**config.mk**
```make
export PLATFORM = sky130hd
export DESIGN_NAME = rtm_channel
export DESIGN_NICKNAME = d
export VERILOG_FILES = /design/src/rtl/rtm_pkg.sv /design/src/rtl/rtm_tick_gen.sv /design/src/rtl/rtm_count_core.sv /design/src/rtl/rtm_channel.sv
export SDC_FILE = /design/constraint.sdc
export NUM_CORES = 1
export LEC_CHECK = 0
export BUFFER_PORTS_ARGS = -buffer_cell sky130_fd_sc_hd__buf_2
export CAP_MARGIN = 10
export CORE_ASPECT_RATIO = 1.5
export CORE_MARGIN = 1.5
export CORE_UTILIZATION = 40
export DETAILED_ROUTE_END_ITERATION = 12
export HOLD_SLACK_MARGIN = 0.12
export PLACE_DENSITY = 0.59
export SETUP_SLACK_MARGIN = 0.05
export SYNTH_ARGS = -nofsm -noshare
export SYNTH_HDL_FRONTEND = slang
export SYNTH_HIERARCHICAL = 1
export SYNTH_SLANG_ARGS = --single-unit
```
**constraint.sdc**
```tcl
create_clock -name clk_i -period 3.2 [get_ports clk_i]
set_clock_uncertainty 0.15 [all_clocks]
set_input_delay 0.96 -clock clk_i [delete_from_list [all_inputs] [get_ports clk_i]]
set_output_delay 0.96 -clock clk_i [all_outputs]
set_load 0.02 [all_outputs]
```
**src/rtl/rtm_pkg.sv**
```systemverilog
package rtm_pkg;

  typedef enum logic [1:0] {
    MODE_TIMER = 2'b00,
    MODE_EVENT = 2'b01,
    MODE_MEAS  = 2'b10,
    MODE_IDLE  = 2'b11
  } rtm_mode_e;

  // Divider terminal count: n=0 passes every base tick, n>0 divides by 2n.
  function automatic int unsigned div_limit(input int unsigned n);
    return (n == 0) ? 0 : (2 * n - 1);
  endfunction

  // Cascade ring: groups of three, first of each group takes the last.
  function automatic int unsigned casc_src(input int unsigned idx);
    int unsigned base;
    base = (idx / 3) * 3;
    return (idx == base) ? base + 2 : idx - 1;
  endfunction

endpackage

```
**src/rtl/rtm_tick_gen.sv**
```systemverilog
module rtm_tick_gen
  import rtm_pkg::*;
#(
  parameter int DIVW   = 4,
  parameter int NUM_CH = 6,
  parameter int CH_IDX = 1
) (
  input  logic              clk_i,
  input  logic              rst_ni,
  input  logic [1:0]        mode_i,
  input  logic [1:0]        clksel_i,
  input  logic [DIVW-1:0]   div_n_i,
  input  logic              pol_i,
  input  logic              meas_width_i,
  input  logic              ce_f1_i,
  input  logic              ce_f8_i,
  input  logic              ce_fc32_i,
  input  logic              ext_in_i,
  input  logic [NUM_CH-1:0] casc_uflow_i,
  output logic              tick_o,
  output logic              meas_edge_o
);

  localparam int SRC = int'(casc_src(CH_IDX));
  localparam int DCW = DIVW + 1;

  logic [DCW-1:0] div_cnt_q;
  logic [DCW-1:0] div_lim;
  logic           div_tick;
  logic           ext_q;
  logic           ext_rise, ext_fall, pol_edge;
  logic           clk_tick, evt_tick;

  assign div_lim  = DCW'(div_limit(int'(div_n_i)));
  assign div_tick = ce_f1_i && (div_cnt_q >= div_lim);

  always_ff @(posedge clk_i or negedge rst_ni) begin
    if (!rst_ni) begin
      div_cnt_q <= '0;
      ext_q     <= 1'b0;
    end else begin
      ext_q <= ext_in_i;
      if (ce_f1_i) div_cnt_q <= div_tick ? '0 : div_cnt_q + 1'b1;
    end
  end

  assign ext_rise = ext_in_i && !ext_q;
  assign ext_fall = !ext_in_i && ext_q;
  assign pol_edge = pol_i ? ext_fall : ext_rise;

  always_comb begin
    unique case (clksel_i)
      2'b00:   clk_tick = ce_f1_i;
      2'b01:   clk_tick = ce_f8_i;
      2'b10:   clk_tick = div_tick;
      default: clk_tick = ce_fc32_i;
    endcase
  end

  assign evt_tick = clksel_i[1] ? casc_uflow_i[SRC] : pol_edge;

  assign tick_o      = (rtm_mode_e'(mode_i) == MODE_EVENT) ? evt_tick : clk_tick;
  assign meas_edge_o = meas_width_i ? (ext_rise || ext_fall) : pol_edge;

  AST_DIV_SPACING: assert property (@(posedge clk_i) disable iff (!rst_ni)
    (div_tick && div_n_i != '0) |=> (!div_tick || div_n_i == '0));

endmodule

```
**src/rtl/rtm_count_core.sv**
```systemverilog
module rtm_count_core
  import rtm_pkg::*;
#(
  parameter int W = 16
) (
  input  logic         clk_i,
  input  logic         rst_ni,
  input  logic         start_i,
  input  logic [1:0]   mode_i,
  input  logic         tick_i,
  input  logic         meas_edge_i,
  input  logic         wr_lo_i,
  input  logic         wr_hi_i,
  input  logic [W-1:0] wdata_i,
  output logic [W-1:0] count_o,
  output logic [W-1:0] reload_o,
  output logic         uflow_o,
  output logic         irq_o,
  output logic         ovf_flag_o
);

  localparam int            LO_W = W / 2;
  localparam logic [W-1:0]  ALL1 = '1;

  logic [W-1:0] cnt_q, cnt_nxt, reload_q, reload_wr, reload_nxt;
  logic         uflow_q, irq_q, pend_q, flag_q;
  logic         wr_any, is_down, is_meas;
  logic         underflow_now, meas_cap, meas_wrap;

  function automatic logic [W-1:0] merge_lanes(input logic [W-1:0] cur,
                                               input logic [W-1:0] wd,
                                               input logic lo, input logic hi);
    logic [W-1:0] r;
    r = cur;
    if (lo) r[LO_W-1:0] = wd[LO_W-1:0];
    if (hi) r[W-1:LO_W] = wd[W-1:LO_W];
    return r;
  endfunction

  function automatic logic [W-1:0] down_step(input logic [W-1:0] c,
                                             input logic [W-1:0] rl);
    return (c == '0) ? rl : c - 1'b1;
  endfunction

  assign wr_any    = wr_lo_i || wr_hi_i;
  assign is_down   = (rtm_mode_e'(mode_i) == MODE_TIMER) || (rtm_mode_e'(mode_i) == MODE_EVENT);
  assign is_meas   = (rtm_mode_e'(mode_i) == MODE_MEAS);
  assign reload_wr = merge_lanes(reload_q, wdata_i, wr_lo_i, wr_hi_i);

  assign underflow_now = is_down && start_i && tick_i && (cnt_q == '0);
  assign meas_cap      = is_meas && start_i && meas_edge_i;
  assign meas_wrap     = is_meas && start_i && tick_i && !meas_edge_i && (cnt_q == ALL1);

  always_comb begin
    cnt_nxt = cnt_q;
    if (is_down) begin
      if (start_i && tick_i)     cnt_nxt = down_step(cnt_q, reload_q);
      else if (!start_i && wr_any) cnt_nxt = reload_wr;
    end else if (is_meas && start_i) begin
      if (meas_cap)    cnt_nxt = '0;
      else if (tick_i) cnt_nxt = cnt_q + 1'b1;
    end
  end

  assign reload_nxt = meas_cap ? cnt_q : reload_wr;

  always_ff @(posedge clk_i or negedge rst_ni) begin
    if (!rst_ni) begin
      cnt_q    <= '0;
      reload_q <= '0;
      uflow_q  <= 1'b0;
      irq_q    <= 1'b0;
      pend_q   <= 1'b0;
      flag_q   <= 1'b0;
    end else begin
      cnt_q    <= cnt_nxt;
      reload_q <= reload_nxt;
      uflow_q  <= underflow_now;
      irq_q    <= underflow_now || meas_cap;
      pend_q   <= meas_cap ? 1'b0 : (pend_q || meas_wrap);
      if (meas_cap) flag_q <= pend_q;
    end
  end

  assign count_o    = cnt_q;
  assign reload_o   = reload_q;
  assign uflow_o    = uflow_q;
  assign irq_o      = irq_q;
  assign ovf_flag_o = flag_q;

  AST_RELOAD_ON_UFLOW: assert property (@(posedge clk_i) disable iff (!rst_ni)
    uflow_q |-> (cnt_q == $past(reload_q)));

  AST_HOLD_STOPPED: assert property (@(posedge clk_i) disable iff (!rst_ni)
    (!start_i && !wr_any) |=> $stable(cnt_q));

  AST_NO_UFLOW_STOPPED: assert property (@(posedge clk_i) disable iff (!rst_ni)
    !start_i |=> !uflow_q);

  AST_MEAS_CLEAR: assert property (@(posedge clk_i) disable iff (!rst_ni)
    (is_meas && start_i && meas_edge_i) |=> (cnt_q == '0 && irq_q));

  AST_IDLE_HOLD: assert property (@(posedge clk_i) disable iff (!rst_ni)
    (rtm_mode_e'(mode_i) == MODE_IDLE) |=> $stable(cnt_q));

endmodule

```
**src/rtl/rtm_channel.sv**
```systemverilog
module rtm_channel
  import rtm_pkg::*;
#(
  parameter int W      = 16,
  parameter int DIVW   = 4,
  parameter int NUM_CH = 6,
  parameter int CH_IDX = 1
) (
  input  logic              clk_i,
  input  logic              rst_ni,
  input  logic              start_i,
  input  logic [1:0]        mode_i,
  input  logic [1:0]        clksel_i,
  input  logic [DIVW-1:0]   div_n_i,
  input  logic              pol_i,
  input  logic              meas_width_i,
  input  logic              ce_f1_i,
  input  logic              ce_f8_i,
  input  logic              ce_fc32_i,
  input  logic              ext_in_i,
  input  logic [NUM_CH-1:0] casc_uflow_i,
  input  logic              wr_lo_i,
  input  logic              wr_hi_i,
  input  logic [W-1:0]      wdata_i,
  output logic [W-1:0]      count_o,
  output logic [W-1:0]      reload_o,
  output logic              uflow_o,
  output logic              irq_o,
  output logic              ovf_flag_o
);

  logic tick;
  logic meas_edge;

  rtm_tick_gen #(.DIVW(DIVW), .NUM_CH(NUM_CH), .CH_IDX(CH_IDX)) u_tick (
    .clk_i(clk_i), .rst_ni(rst_ni), .mode_i(mode_i), .clksel_i(clksel_i),
    .div_n_i(div_n_i), .pol_i(pol_i), .meas_width_i(meas_width_i),
    .ce_f1_i(ce_f1_i), .ce_f8_i(ce_f8_i), .ce_fc32_i(ce_fc32_i),
    .ext_in_i(ext_in_i), .casc_uflow_i(casc_uflow_i),
    .tick_o(tick), .meas_edge_o(meas_edge)
  );

  rtm_count_core #(.W(W)) u_core (
    .clk_i(clk_i), .rst_ni(rst_ni), .start_i(start_i), .mode_i(mode_i),
    .tick_i(tick), .meas_edge_i(meas_edge),
    .wr_lo_i(wr_lo_i), .wr_hi_i(wr_hi_i), .wdata_i(wdata_i),
    .count_o(count_o), .reload_o(reload_o), .uflow_o(uflow_o),
    .irq_o(irq_o), .ovf_flag_o(ovf_flag_o)
  );

endmodule

```
======== Word level (Yosys, flattened, before mapping) ========
Cells that the tools add are included.
storage, ports and cells
  logic and storage cells ................. 66
  input port bits ......................... 41
  register bits ........................... 42
operators by class
  reduce and logical (&&, ||, !) cells .... 29
  $add $sub $neg .......................... 4
  multiplexer cells ....................... 18
  equal/unequal tests ..................... 6
  order comparisons ....................... 1
operator list
  operator                                            count
  two-way mux 16 bit                                  8
  adder 16 x 1 -> 16 bit, second input constant       1
  == test 16 bit, second input constant               1
  logical NOT 16 bit                                  1
  two-way mux 8 bit                                   2
  subtractor 16 x 1 -> 16 bit, second input constant  1
  logical AND 1 bit                                   13
  two-way mux 5 bit                                   2
  adder 5 x 1 -> 5 bit, second input constant         1
  greater-or-equal comparator 5 bit                   1
  logical OR 1 bit                                    5
  two-way mux 1 bit                                   5
  subtractor 5 x 1 -> 5 bit, second input constant    1
  == test 2 x 1 -> 1 bit, second input constant       2
  == test 2 bit, second input constant                2
  logical NOT 1 bit                                   4
  logical NOT 2 bit                                   2
  logical NOT 4 bit                                   1
  != test 3 bit, second input constant                1
  one-hot mux 1 bit (3 select lines)                  1
  AND reduction 3 bit                                 1
  nonzero test 3 bit                                  1
  nonzero test 2 bit                                  1

======== Longest topological paths before layout ========
Gate-level depths: netlist of run 1.
  word-level depth ........................ 11
  mapped depth ............................ 15
  gate-level depth less buffers ........... 13

======== Modules after synthesis ========
Netlist of run 1, hierarchy kept.
modules (own cells, without submodules)
  module          area each (sq um)  cells an instance  times used
  rtm_count_core  2625.0             318                1
  rtm_tick_gen    645.6              70                 1

======== Worst setup path after synthesis of run 1 ========
No wires, ideal clock.
  path kind ............................... input port to flip-flop
  from .................................... in div_n_i[1]
  to ...................................... reg u_core.cnt_q[14], in the netlist u_core/count_o[14]
  stages .................................. 14
  path buffers ............................ 2
  library setup time ...................... 139 ps
  data required time ...................... 2911 ps
  arrival ................................. 3096 ps
  path slack .............................. -185 ps
  cells stage by stage .................... nor2_1 -> nand2_1 -> mux2_2 -> ha_1 -> a21oi_1 -> nor2b_1 -> o31a_1 -> a21oi_1 -> a211oi_1 -> or2_2 -> buf_2 -> clkbuf_1 -> o21ai_0 -> o211ai_1
between the ends
  cells in the longest elaborated chain, start to end .. 9
RTL lines
  item                                                                 line                  source
  start, declared                                                      rtm_channel.sv:14     input logic [DIVW-1:0] div_n_i,
  subtractor 5 x 1 -> 5 bit or logical NOT 4 bit (tied branches)       rtm_pkg.sv:12         return (n == 0) ? 0 : (2 * n - 1);
  two-way mux 5 bit (*)                                                rtm_pkg.sv:12
  greater-or-equal comparator 5 bit (*)                                rtm_tick_gen.sv:35    assign div_tick = ce_f1_i && (div_cnt_q >= div_lim);
  logical AND 1 bit (*)                                                rtm_tick_gen.sv:35
  one-hot mux 1 bit (3 select lines) (*)                               rtm_tick_gen.sv:52    unique case (clksel_i)
  two-way mux 1 bit (*)                                                rtm_tick_gen.sv:62    assign tick_o = (rtm_mode_e'(mode_i) == MODE_EVENT) ? evt_tick : clk_tick;
  via tick                                                             rtm_channel.sv:32     logic tick;
  logical AND 1 bit                                                    rtm_count_core.sv:57  if (start_i && tick_i) cnt_nxt = down_step(cnt_q, reload_q);
  != test 3 bit (no line) or two-way mux 16 bit (tied branches)        n/a
  AND reduction 3 bit (no line) or two-way mux 16 bit (tied branches)  n/a
  end signal, assigned                                                 rtm_count_core.sv:76  cnt_q <= cnt_nxt;
  end, declared                                                        rtm_count_core.sv:25  logic [W-1:0] cnt_q, cnt_nxt, reload_q, reload_wr, reload_nxt;
The timed path passes the listed nets; every way through them passes the cells marked *.
A chain may end at the register's enable or synchronous reset.

======== Worst setup path in the final report of run 1 ========
  from .................................... in div_n_i[2]
  to ...................................... reg u_core.cnt_q[13], in the netlist u_core/count_o[13]
The elaborated chain is that of the path after synthesis.

==> results of run 1 <==
==> stage by stage <==
stage	util [%]	area [µm²]	power [mW]
2_1_floorplan	-	3350	1.86
3_3_place_gp	48.9	3890	2.20
3_5_place_dp	48.9	3890	2.24
4_1_cts	52.1	4140	2.81
5_1_grt	53.3	4240	3.05
6_report	53.3	4240	2.84
==> layout make-up <==
cell class                 instances  area [µm²]
timing repair buffer             106         673
clock buffer                       5         125
inverter                          14        52.6
tap                              105         131
multi-input combinational        302        2200
sequential                        42        1050
fill                             749        3720
clock inverter                     2        10.0
==> cells in the mapped netlist, types with 7 or more instances <==
library cell   n  area (µm²)
nor2_1        51         191
dfrtp_1       42        1050
nand2_1       30         113
a21oi_1       27         135
o21ai_0       22         110
mux2i_1       17         170
clkbuf_1      14        52.6
inv_1         14        52.6
buf_2         13        65.1
nand3_1       13        65.1
ha_1          11         138
o211ai_1       8        60.1
nor3_1         7        35.0
o32ai_1        7        61.3
==> worst register-to-register path: cells and delay by family, from the launching register on <==
kind / cells / cell delay [ns]
compound gates: 4 / 0.64
fa+ha+maj: 1 / 0.17
buf+inv: 2 / 0.17
flops: 1 / 0.34
mux: 2 / 0.73
simple gates: 1 / 0.30
==> layout by cell type, fill, tap and decap left out, types with 4 or more instances in the layout <==
master     Yosys  final
buf_2         13     66
nor2_1        51     46
dfrtp_1       42     42
buf_4          1     32
nand2_1       30     27
a21oi_1       27     24
mux2i_1       17     17
inv_1         14     14
o21ai_0       22     14
nand3_1       13     11
o21ai_1        4     10
o211ai_1       8      8
ha_1          11      7
buf_6          3      6
nor4_1         6      6
nor3_1         7      6
o32ai_1        7      6
clkbuf_16      0      5
nand4_1        5      5
xnor2_1        5      5
and4_1         4      4
nand2b_1       5      4
xor2_1         4      4
o22ai_1        4      4
nor3b_1        5      4
==> flip-flops by register name (all words and copies together) (netlist names) <==
signal,flops
u_core/pend_q,1
u_core/irq_o,1
u_tick/div_cnt_q,5
u_core/ovf_flag_o,1
u_core/reload_o,16
u_tick/ext_q,1
u_core/uflow_o,1
u_core/count_o,16
==> metal layers <==
| metal | GRT usage, % | wire length (µm) | up-vias |
|---|---|---|---|
| met5 | 0 | 0 | - |
| met3 | 2.64 | 382 | 17 |
| li1 | - | - | 1587 |
| met4 | 9.75 | 253 | 0 |
| met2 | 43.4 | 5280 | 81 |
| met1 | 27.4 | 3950 | 1539 |
==> worst min path at each step <==
stage,start,to,slack (ns)
after floorplan,u_core/pend_q,u_core/ovf_flag_o,0.29
after global placement,u_core/ovf_flag_o,u_core/ovf_flag_o,0.31
after detailed placement,u_core/ovf_flag_o,u_core/ovf_flag_o,0.32
after CTS,u_core/ovf_flag_o,u_core/ovf_flag_o,0.34
after global routing,u_core/pend_q,u_core/ovf_flag_o,0.38
final,u_core/ovf_flag_o,u_core/ovf_flag_o,0.34
==> cell families (layout without fill, tap and decap cells) <==
family,Yosys count,after routing,synth area share (%)
flops,42,42,32.1
simple gates,155,156,25.5
compound gates,104,104,21.8
xor+xnor,9,9,2.41
mux,22,22,7.50
fa+ha+maj,11,11,4.21
buf+inv,45,127,6.47
==> what timing repair did <==
item	in CTS	in global routing
setup buffers	4	1
gates resized for setup	21	22
pin swaps	6	1
gates cloned	1	0
endpoints found under the setup margin	16	16
==> power by group through the flow <==
stage          Combinational (mW)  Sequential (mW)  Clock, mW
2_1_floorplan               0.910            0.947          0
3_3_place_gp                 1.20            0.998          0
3_5_place_dp                 1.23             1.01          0
4_1_cts                      1.30            0.999      0.506
5_1_grt                      1.48             1.05      0.526
6_report                     1.35             1.01      0.492
==> results.md, run 1 <==
- Clk sinks: 42
- Critical path startpoint: div_n_i[2]
- Core Rows: 40
- IO buf count: 70
- Period utilization: 101%
- Net Sw Frac: between 40% and 50%
- CP Buf/Inv Count: 2
- DRT Pass-1 Iters: 4
- Initial core utilization: about two fifths
- Type of element launching the critical path: input pin
- Pin count of the biggest net entering global routing: 36
- RSZ-0062 raised after global routing: true
- Reg power frac: between 30% and 40%
- Non-Filler Instances: 576
- Layout Nets: 523
- Status: complete, but fails checks
- Critical path arrival: 3.26 ns
- Max FO, Critical Path: 7
- Core ar.: between 7000 and 8000 µm²
- Ordered cell list for the critical path: buf_8 -> nor2_4 -> nor3_4 -> a21oi_2 -> ha_4 -> a21o_1 -> a31oi_4 -> nor3b_2 -> o31a_1 -> buf_6 -> a21oi_4 -> a211oi_4 -> or2_4 -> a221o_1
- CTS tree: built
- DP HPWL: 7160 µm
- Hold path depth: 2
- P&R area growth vs syn: 29.6%
- RePlAce Congestion: approximately 0.86
- Top_reg_cell synth: dfrtp_1
- Area of the die: around 8700 µm²
- Maximum clock rate: between 300 and 400 MHz
- Seq/Total Area, Yosys: around a third
- CTS Hold Bufs: 0
- DR DRC count: 0
- Ys async rst share: 100%
- CP endpoint: u_core/count_o[13]
- #FFs+latches synth: 42
- WP depth: 14
- Vias per cell: between 5 and 6
- Diode count: 0
- Worst path max stage delay: ~0.32 ns
- Pre-CTS WS: -0.449 ns
- Clock buffer count from CTS: 5
- Critical R2R Capture: u_core/count_o[13]
- Worst skew pair latency: 0.29 ns
- Worst reg2reg startpoint: u_tick/ext_q
- Hold Crit Class: flop to flop
- Die span in x: 76.8 µm
- Fin. max-slew vios: 0
- Gr usage total: between 20% and 30%
- Die span in y: ~110 µm
- Violated checks: negative setup slack
- Reg2Reg Setup Slack: roughly 0.57 ns
- Hold WS: around 0.34 ns
- Routed len/inst: 17.1 µm
- CP Capture Type: flop
- Clock transition at path regs: ~0.06 ns
- First-pass GRT wire length: about 16,000 µm
- # setup viols final: 2
- Avg Cell Area, Syn: 8.43 µm²
- DR vias: 3,224
- Normalized max-slew margin: between 60% and 70%
- Endpoints failing hold: 0
- Critical path type: input pin to flop
- Critical-path top delay cell: a221o_1
- Measured slew at the worst slew-check pin: 0.582 ns
- CP required: about 3.2 ns
- Detail Route Antenna Nets: 0
- Number of synthesized flops with an enable pin: 0
- CP top delay family: compound AO/OA/AOI/OAI gates
- Synth Instances: around 390
- Setup tns final: -0.0815 ns
- Synth Cell Area: 3270 µm²
- GRT overflow: 0
- Power share of the combinational group: ~47%
- Number of global-route vias before repair: 3,227
- VDD IR max: between 0.3 and 0.4 mV
- Setup ws final: -0.0437 ns
- Pwr Density: ~670 nW/µm²
- Syn_nets: 440
- Minimum clock period: 3.24 ns
- Bufs on Longest Clock Path: 2
- Lkg Pwr: 1.91 nW
- Depth of the CTS H-tree: 2
- Int Power: approximately 1.6 mW
- Layout cells sized above 1: around 34%
- Root buffer cell: clkbuf_16
- Initial antenna violation count: 0
- Switching power: 1.27 mW
- Drt first-iter violations: 136
- I/O pin total: 76
- YS warnings: 6
- Final wirelength: ~9900 µm
- FF-to-FF path depth: 10
- Max-cap violations: 0
- Placed cell count: 563
- Clock power share: ~17%
- Synth unique cells: 66
No activity file was read; power rests on OpenSTA's default activity.
==> inputs of run 2 (changes only) <==
--- a/config.mk
+++ b/config.mk
@@ -5,6 +5,7 @@
 export SDC_FILE = /design/constraint.sdc
 export NUM_CORES = 1
 export LEC_CHECK = 0
+export ABC_AREA = 1
 export BUFFER_PORTS_ARGS = -buffer_cell sky130_fd_sc_hd__buf_2
 export CAP_MARGIN = 10
 export CORE_ASPECT_RATIO = 1.5
==> run 2 against run 1 <==
Against the previous run:
- the run now ends clean
- maximum frequency increased by 3.1%
- cell area increased by 2.4%
- area after synthesis increased by 8.7%
- utilization decreased by 3.5 points
- register-to-register slack improved by 0.20 ns
- final cell count increased by 29%
- first-iteration DRC count increased by 21%
- count of clock-buffer cells in the layout increased by 1
- global-route usage increased by 2.2 points
- critical path depth increased by 10
- sequential power decreased by 19%
- sequential cell count unchanged
- highest routed layer unchanged
==> results.md, run 2 <==
- Endpoints failing hold: 0 (unchanged)
- Root buffer cell: clkbuf_16
- CTS Hold Bufs: 0 (unchanged)
- Pwr Density: 558 nW/µm² (-17%)
- Type of element launching the critical path: input pin
- Critical-path top delay cell: ha_1
- Gr usage total: 25.7% (+2.2 points)
- Initial core utilization: 40.8% (-0.34 points)
- Die span in y: 118 µm (+4.2%)
- Layout cells sized above 1: 22.9% (-12 points)
- IO buf count: 70 (unchanged)
- VDD IR max: 0.331 mV (+9.8%)
- CP required: 3.24 ns (+0.02 ns)
- CP Buf/Inv Count: 4 (+2)
- Status: finished clean
- Synth top area share: 29.6% (-2.6 points)
- Depth of the CTS H-tree: 2 (unchanged)
- Commonest non-fill, non-tap cell in the layout: nand2_1
- CP Capture Type: flop
- WP depth: 24 (+10)
- Minimum clock period: 3.15 ns (-0.0962 ns)
- Synth top area cells: dfrtp_1 (30%), nand2_1 (17%), inv_1 (8.1%)
- Critical path type: input pin to flop
- Syn_nets: 605 (+38%)
- Hold path depth: 2 (unchanged)
- Period utilization: 98.4% (-3.0 points)
- Measured slew at the worst slew-check pin: 0.599 ns (+0.0172 ns)
- Commonest cells in the netlist: nand2_1 (159), inv_1 (77), nor2_1 (76)
- Worst skew pair latency: 0.29 ns (about the same)
- Ordered cell list for the critical path: buf_6 -> nor2_4 -> inv_2 -> a21oi_2 -> o21ai_1 -> ha_1 -> nand2_2 -> nor2_1 -> nand3_1 -> nand2_1 -> nand3_1 -> nand2_1 -> nand3_2 -> nand2_2 -> nand2_2 -> nand2_2 -> inv_2 -> o21ai_4 -> o21ai_4 -> buf_12 -> nor2_1 -> nand2_1 -> a21oi_2 -> nor2_1
- Commonest cells after routing, fill and taps aside: nand2_1 (154), inv_1 (74), nor2_1 (73)
- DR vias: 3,729 (+16%)
- DP HPWL: 8940 µm (+25%)
- CTS tree: built
- DRT Pass-1 Iters: 4 (unchanged)
- Placed Area: 4070 µm² (+4.5%)
- Max FO, Critical Path: 6 (-1)
- Number of synthesized flops with an enable pin: 0 (unchanged)
- Normalized max-slew margin: 59.7% (-1.1 points)
- #FFs+latches synth: 42 (unchanged)
- Pin count of the biggest net entering global routing: 25 (-31%)
- Clock transition at path regs: 0.06 ns (about the same)
- Max-cap violations: 0 (unchanged)
- Initial antenna violation count: 0 (unchanged)
- I/O pin total: 76 (unchanged)
- Number of global-route vias before repair: 3,683 (+14%)
- Worst path max stage delay: 0.28 ns (-0.04 ns)
- Drt first-iter violations: 164 (+21%)
- First-pass GRT wire length: 18,500 µm (+14%)
- Top_reg_cell synth: dfrtp_1
- # setup viols final: 0 (-2)
- P&R area growth vs syn: 22.1%
- DR DRC count: 0 (unchanged)
- Final wirelength: 11,700 µm (+19%)
- Layout Nets: 685 (+31%)
- Hold Crit Class: flop to flop
- Setup tns final: 0 ns (+0.0815 ns)
- Cell taking the most area after synthesis: dfrtp_1
- Avg Cell Area, Syn: 6.43 µm² (-24%)
- Synth Cell Area: 3560 µm² (+8.7%)
- GRT overflow: 0 (unchanged)
- Area of the die: 9480 µm² (+8.4%)
- Clock buffer count from CTS: 5 (unchanged)
- Core Rows: 42 (+5.0%)
- Routed len/inst: 15.7 µm (-8.1%)
- RSZ-0062 raised after global routing: true
- Ys async rst share: 100% (unchanged)
- Fin. max-slew vios: 0 (unchanged)
- CP top delay family: simple AND/OR/NAND/NOR gates
- Synth Instances: 553 (+43%)
- Cell with the most instances after synthesis: nand2_1
- RePlAce Congestion: 0.922 (+7.6%)
- YS warnings: 6 (unchanged)
- Lkg Pwr: 2.30 nW (+21%)
- Die span in x: 80.0 µm (+4.1%)
- Vias per cell: 5.01 (-10%)
- Synth unique cells: 36 (-45%)
- CP dominant cell by count: nand2_2
- Bufs on Longest Clock Path: 2 (unchanged)
- Seq/Total Area, Yosys: 29.6% (-2.6 points)
- Maximum clock rate: 318 MHz (+3.1%)
- Critical path arrival: 3.18 ns (-0.08 ns)
- Core ar.: 8720 µm² (+9.6%)
- Design Area, Final: 4340 µm² (+2.4%)
- Detail Route Antenna Nets: 0 (unchanged)
- Clk sinks: 42 (unchanged)
- Diode count: 0 (unchanged)
- FF-to-FF path depth: 19 (+9)
run 2: layout make-up:
class / count / area [µm²]
fill: 965 / 4380
multi-input combinational: 413 / 2140
inverter: 79 / 297
clock buffer: 6 / 139
sequential: 42 / 1050
timing repair buffer: 92 / 559
tap: 110 / 138
clock inverter: 2 / 12.5
run 2: kinds of logic (layout without fill, tap and decap cells):
group	count (synthesis)	in the layout	synth area share, %
AOI/OAI and AO/OA	76	76	12.4
xor gates and xnor gates	11	11	2.71
adders and majority gates	11	11	3.87
buffers and inverters	98	179	12.2
DFF	42	42	29.6
muxes	4	4	1.13
and+or+nand+nor	311	311	38.1
run 2: final timing paths:
| check | startpoint | endpoint | slack (ns) |
|---|---|---|---|
| setup / recovery | div_n_i[1] | u_core/count_o[11] | 0.05 |
| hold / removal | u_core/ovf_flag_o | u_core/ovf_flag_o | 0.34 |
| setup reg to reg | u_tick/div_cnt_q[3] | u_core/count_o[11] | 0.77 |
| hold reg to reg | u_core/ovf_flag_o | u_core/ovf_flag_o | 0.34 |
| max in group asynchronous | rst_ni | u_core/count_o[13] | 1.68 |
| min in group asynchronous | rst_ni | u_core/count_o[11] | 0.48 |
run 2: timing repair:
action	4_1_cts	5_1_grt
gates cloned	1	0
resized for setup	15	16
endpoints found under the setup margin	15	18
pin swaps	10	11
buffers inserted	1	2
run 2: worst min-delay path: cells and delay by family, from the launching register on:
| kind | cells | cell delay (ns) |
|---|---|---|
| AO/OA/AOI/OAI | 1 | 0.06 |
| flip-flops | 1 | 0.34 |
| AND/OR/NAND/NOR | 1 | 0.05 |
run 2: routing by layer:
layer	global-route usage (%)	vias to the layer above	share of wire [%]
li1	-	1910	-
met1	28.7	1728	40
met2	48.5	78	55
met3	3.24	13	3.2
met4	8.62	0	1.9
met5	0	-	0
run 2: metrics by stage:
stage	instances	util, %	power, mW	setup slack, ns	hold slack (ns)
2_1_floorplan	553	-	1.54	0.0508	0.341
3_3_place_gp	733	46.6	1.83	-0.259	0.319
3_5_place_dp	733	46.6	1.85	-0.356	0.324
4_1_cts	743	49.3	2.43	0.0178	0.341
5_1_grt	744	49.8	2.61	-0.0767	0.367
6_report	744	49.8	2.42	0.0525	0.339
run 2: where the power goes:
group / leakage, nW / internal, mW / switching (mW) / total (mW)
Combinational: 1.72 / 0.390 / 0.678 / 1.07
Sequential: 0.503 / 0.643 / 0.178 / 0.822
Clock: 0.0729 / 0.309 / 0.225 / 0.534
Total: 2.30 / 1.34 / 1.08 / 2.42
==> inputs of run 3 (changes only) <==
--- a/config.mk
+++ b/config.mk
@@ -9,11 +9,12 @@
 export BUFFER_PORTS_ARGS = -buffer_cell sky130_fd_sc_hd__buf_2
 export CAP_MARGIN = 10
 export CORE_ASPECT_RATIO = 1.5
-export CORE_MARGIN = 1.5
-export CORE_UTILIZATION = 40
+export CORE_MARGIN = 2
+export CORE_UTILIZATION = 57
+export CTS_BUF_LIST = sky130_fd_sc_hd__clkbuf_4 sky130_fd_sc_hd__clkbuf_8
 export DETAILED_ROUTE_END_ITERATION = 12
 export HOLD_SLACK_MARGIN = 0.12
-export PLACE_DENSITY = 0.59
+export PLACE_DENSITY = 0.8
 export SETUP_SLACK_MARGIN = 0.05
 export SYNTH_ARGS = -nofsm -noshare
 export SYNTH_HDL_FRONTEND = slang
==> run 3 against run 2 <==
Against the previous run:
- the run now ends with negative setup slack left
- final cell count shrank 4.6%
- sequential cell count is the same
- cell area shrank 0.17%
- routed wire length shrank 8.0%
- sequential share of layout area is essentially flat
- sequential power grew 0.9%
- die area shrank 27%
- global-route usage grew 6.5 points
- first-iteration DRC count grew 10%
- highest routed layer unchanged
- utilization grew 21 points
- combinational power is essentially flat
==> results.md, run 3 (synthesis results as in run 2) <==
- Pwr Density: 519 nW/µm² (-7.1%)
- Routed len/inst: 15.2 µm (-3.6%)
- DRT Pass-1 Iters: 5 (+1)
- Gr usage total: 32.3% (+6.5 points)
- Violated checks: negative setup slack
- Critical path arrival: 3.25 ns (+0.07 ns)
- # setup viols final: 1 (+1)
- Reg power frac: 36.9% (+3.0 points)
- Clock transition at path regs: 0.08 ns (+0.02 ns)
- I/O pin total: 76 (unchanged)
- RePlAce Congestion: 0.999 (+8.4%)
- CP required: 3.23 ns (about the same)
- Multi-input logic area: 2190 µm² (+2.2%)
- Worst skew pair latency: 0.29 ns (about the same)
- Int Power: 1.21 mW (-10%)
- GRT overflow: 0 (unchanged)
- Root buffer cell: clkbuf_8
- Pin count of the biggest net entering global routing: 25 (unchanged)
- Final wirelength: 10,800 µm (-8.0%)
- Endpoints failing hold: 0 (unchanged)
- Max FO, Critical Path: 7 (+1)
- CTS Hold Bufs: 0 (unchanged)
- Net Sw Frac: 46.3% (+1.7 points)
- VDD IR max: 0.415 mV (+25%)
- Type of element launching the critical path: input pin
- Fin. max-slew vios: 0 (unchanged)
- DR vias: 3,843 (+3.1%)
- Initial core utilization: 58.4% (+18 points)
- Hold WS: 0.352 ns (+0.0133 ns)
- Die span in x: 68.5 µm (-14%)
- Switching power: 1.04 mW (-3.7%)
- Commonest cells after routing, fill and taps aside: nand2_1 (154), inv_1 (73), buf_2 (68)
- Depth of the CTS H-tree: 2 (unchanged)
- Period utilization: 101% (+2.2 points)
- Clock buffer count from CTS: 5 (unchanged)
- Maximum clock rate: 311 MHz (-2.2%)
- Initial antenna violation count: 0 (unchanged)
- Hold Crit Class: flop to flop
- CP Capture Type: flop
- Critical path type: input pin to flop
- Detail Route Antenna Nets: 0 (unchanged)
- Bufs on Longest Clock Path: 2 (unchanged)
- FF-to-FF path depth: 18 (-1)
- First-pass GRT wire length: 16,600 µm (-10%)
- Reg area: 1050 µm² (unchanged)
- Max-cap violations: 0 (unchanged)
- Number of fillers in the final layout: 541 (-44%)
- Number of global-route vias before repair: 3,581 (-2.8%)
- Lkg Pwr: 2.30 nW (+0.21%)
- Layout cells sized above 1: 25.0% (+2.1 points)
- Layout Nets: 688 (+0.44%)
- Area of the die: 6900 µm² (-27%)
- Status: complete, but fails checks
- Normalized max-slew margin: 63.3% (+3.6 points)
- Drt first-iter violations: 181 (+10%)
- Clock power share: 15.4% (-6.6 points)
- Diode count: 0 (unchanged)
- Reg2Reg Setup Slack: 0.65 ns (-0.12 ns)
- Setup ws final: -0.0180 ns (-0.0705 ns)
- Minimum clock period: 3.22 ns (+0.0705 ns)
- P&R area growth vs syn: 21.9%
- Vias per cell: 5.41 (+8.0%)
- Commonest non-fill, non-tap cell in the layout: nand2_1
- CTS tree: built
- DP HPWL: 8130 µm (-9.1%)
- Die span in y: 101 µm (-15%)
- Clk sinks: 42 (unchanged)
- IO buf count: 70 (unchanged)
- Core ar.: 6090 µm² (-30%)
- Hold path depth: 2 (unchanged)
- Power share of the combinational group: 47.7% (+3.6 points)
- Core Rows: 35 (-17%)
- RSZ-0062 raised after global routing: true
- Measured slew at the worst slew-check pin: 0.550 ns (-0.0490 ns)
- DR DRC count: 0 (unchanged)
- Pre-CTS WS: -0.432 ns (-0.0758 ns)
run 3: worst paths after layout:
| path | end | start |
|---|---|---|
| worst max-delay path | u_core/count_o[1] | div_n_i[1] |
| worst min register to register | u_core/ovf_flag_o | u_core/ovf_flag_o |
| max in group asynchronous | u_core/uflow_o | rst_ni |
| min in group asynchronous | u_core/count_o[7] | rst_ni |
| worst min-delay path | u_core/ovf_flag_o | u_core/ovf_flag_o |
| worst max register to register | u_core/count_o[1] | u_tick/div_cnt_q[3] |
run 3: metrics by stage:
step	instances	setup TNS, ns	utilization (%)	power (mW)	instance area (µm²)
finish	710	-0.0180	71.2	2.25	4330
global route	710	-1.34	71.2	2.42	4330
CTS	709	0	69.7	2.23	4240
detailed placement	692	-6.95	65.7	1.83	4000
global placement	692	-4.63	65.7	1.80	4000
floorplan	553	0	-	1.54	3570
run 3: worst max-delay path, stage by stage:
cell     delay (ns)
buf_8          0.10
nor2_4         0.11
inv_2          0.05
a21oi_2        0.13
o21ai_1        0.08
ha_1           0.27
nand2_1        0.07
nor2_1         0.10
nand3_1        0.09
nand2_2        0.11
nand3_2        0.07
nand2_2        0.06
nand3_2        0.06
nand2_2        0.09
nand2_2        0.06
nand2_2        0.08
inv_2          0.05
o21ai_4        0.07
o21ai_4        0.08
buf_6          0.15
buf_12         0.14
nor3b_2        0.17
a21oi_1        0.08
run 3: cell type report:
cell class	instances	share of cell area, %
clock buffer	7	1.93
inverter	79	6.84
multi-input combinational	413	50.6
sequential	42	24.3
tap	74	2.14
timing repair buffer	95	14.3
run 3: metal layers:
metal	wire (µm)	GRT usage, %	up-vias
met5	0	0	-
met4	314	12.5	0
met3	494	3.24	24
met2	5970	61.6	127
met1	3990	34.5	1780
li1	-	-	1912
run 3: timing repair:
item,in CTS,in global routing
gates resized for setup,22,26
pin swaps,14,18
cloned,1,0
setup endpoints to repair,16,19
buffers inserted,9,2
run 3: power groups by stage:
| stage | sequential [mW] | clock, mW | combinational, mW |
|---|---|---|---|
| floorplan | 0.864 | 0 | 0.673 |
| global placement | 0.832 | 0 | 0.964 |
| detailed placement | 0.838 | 0 | 0.989 |
| CTS | 0.828 | 0.356 | 1.04 |
| global route | 0.852 | 0.374 | 1.20 |
| finish | 0.829 | 0.346 | 1.07 |
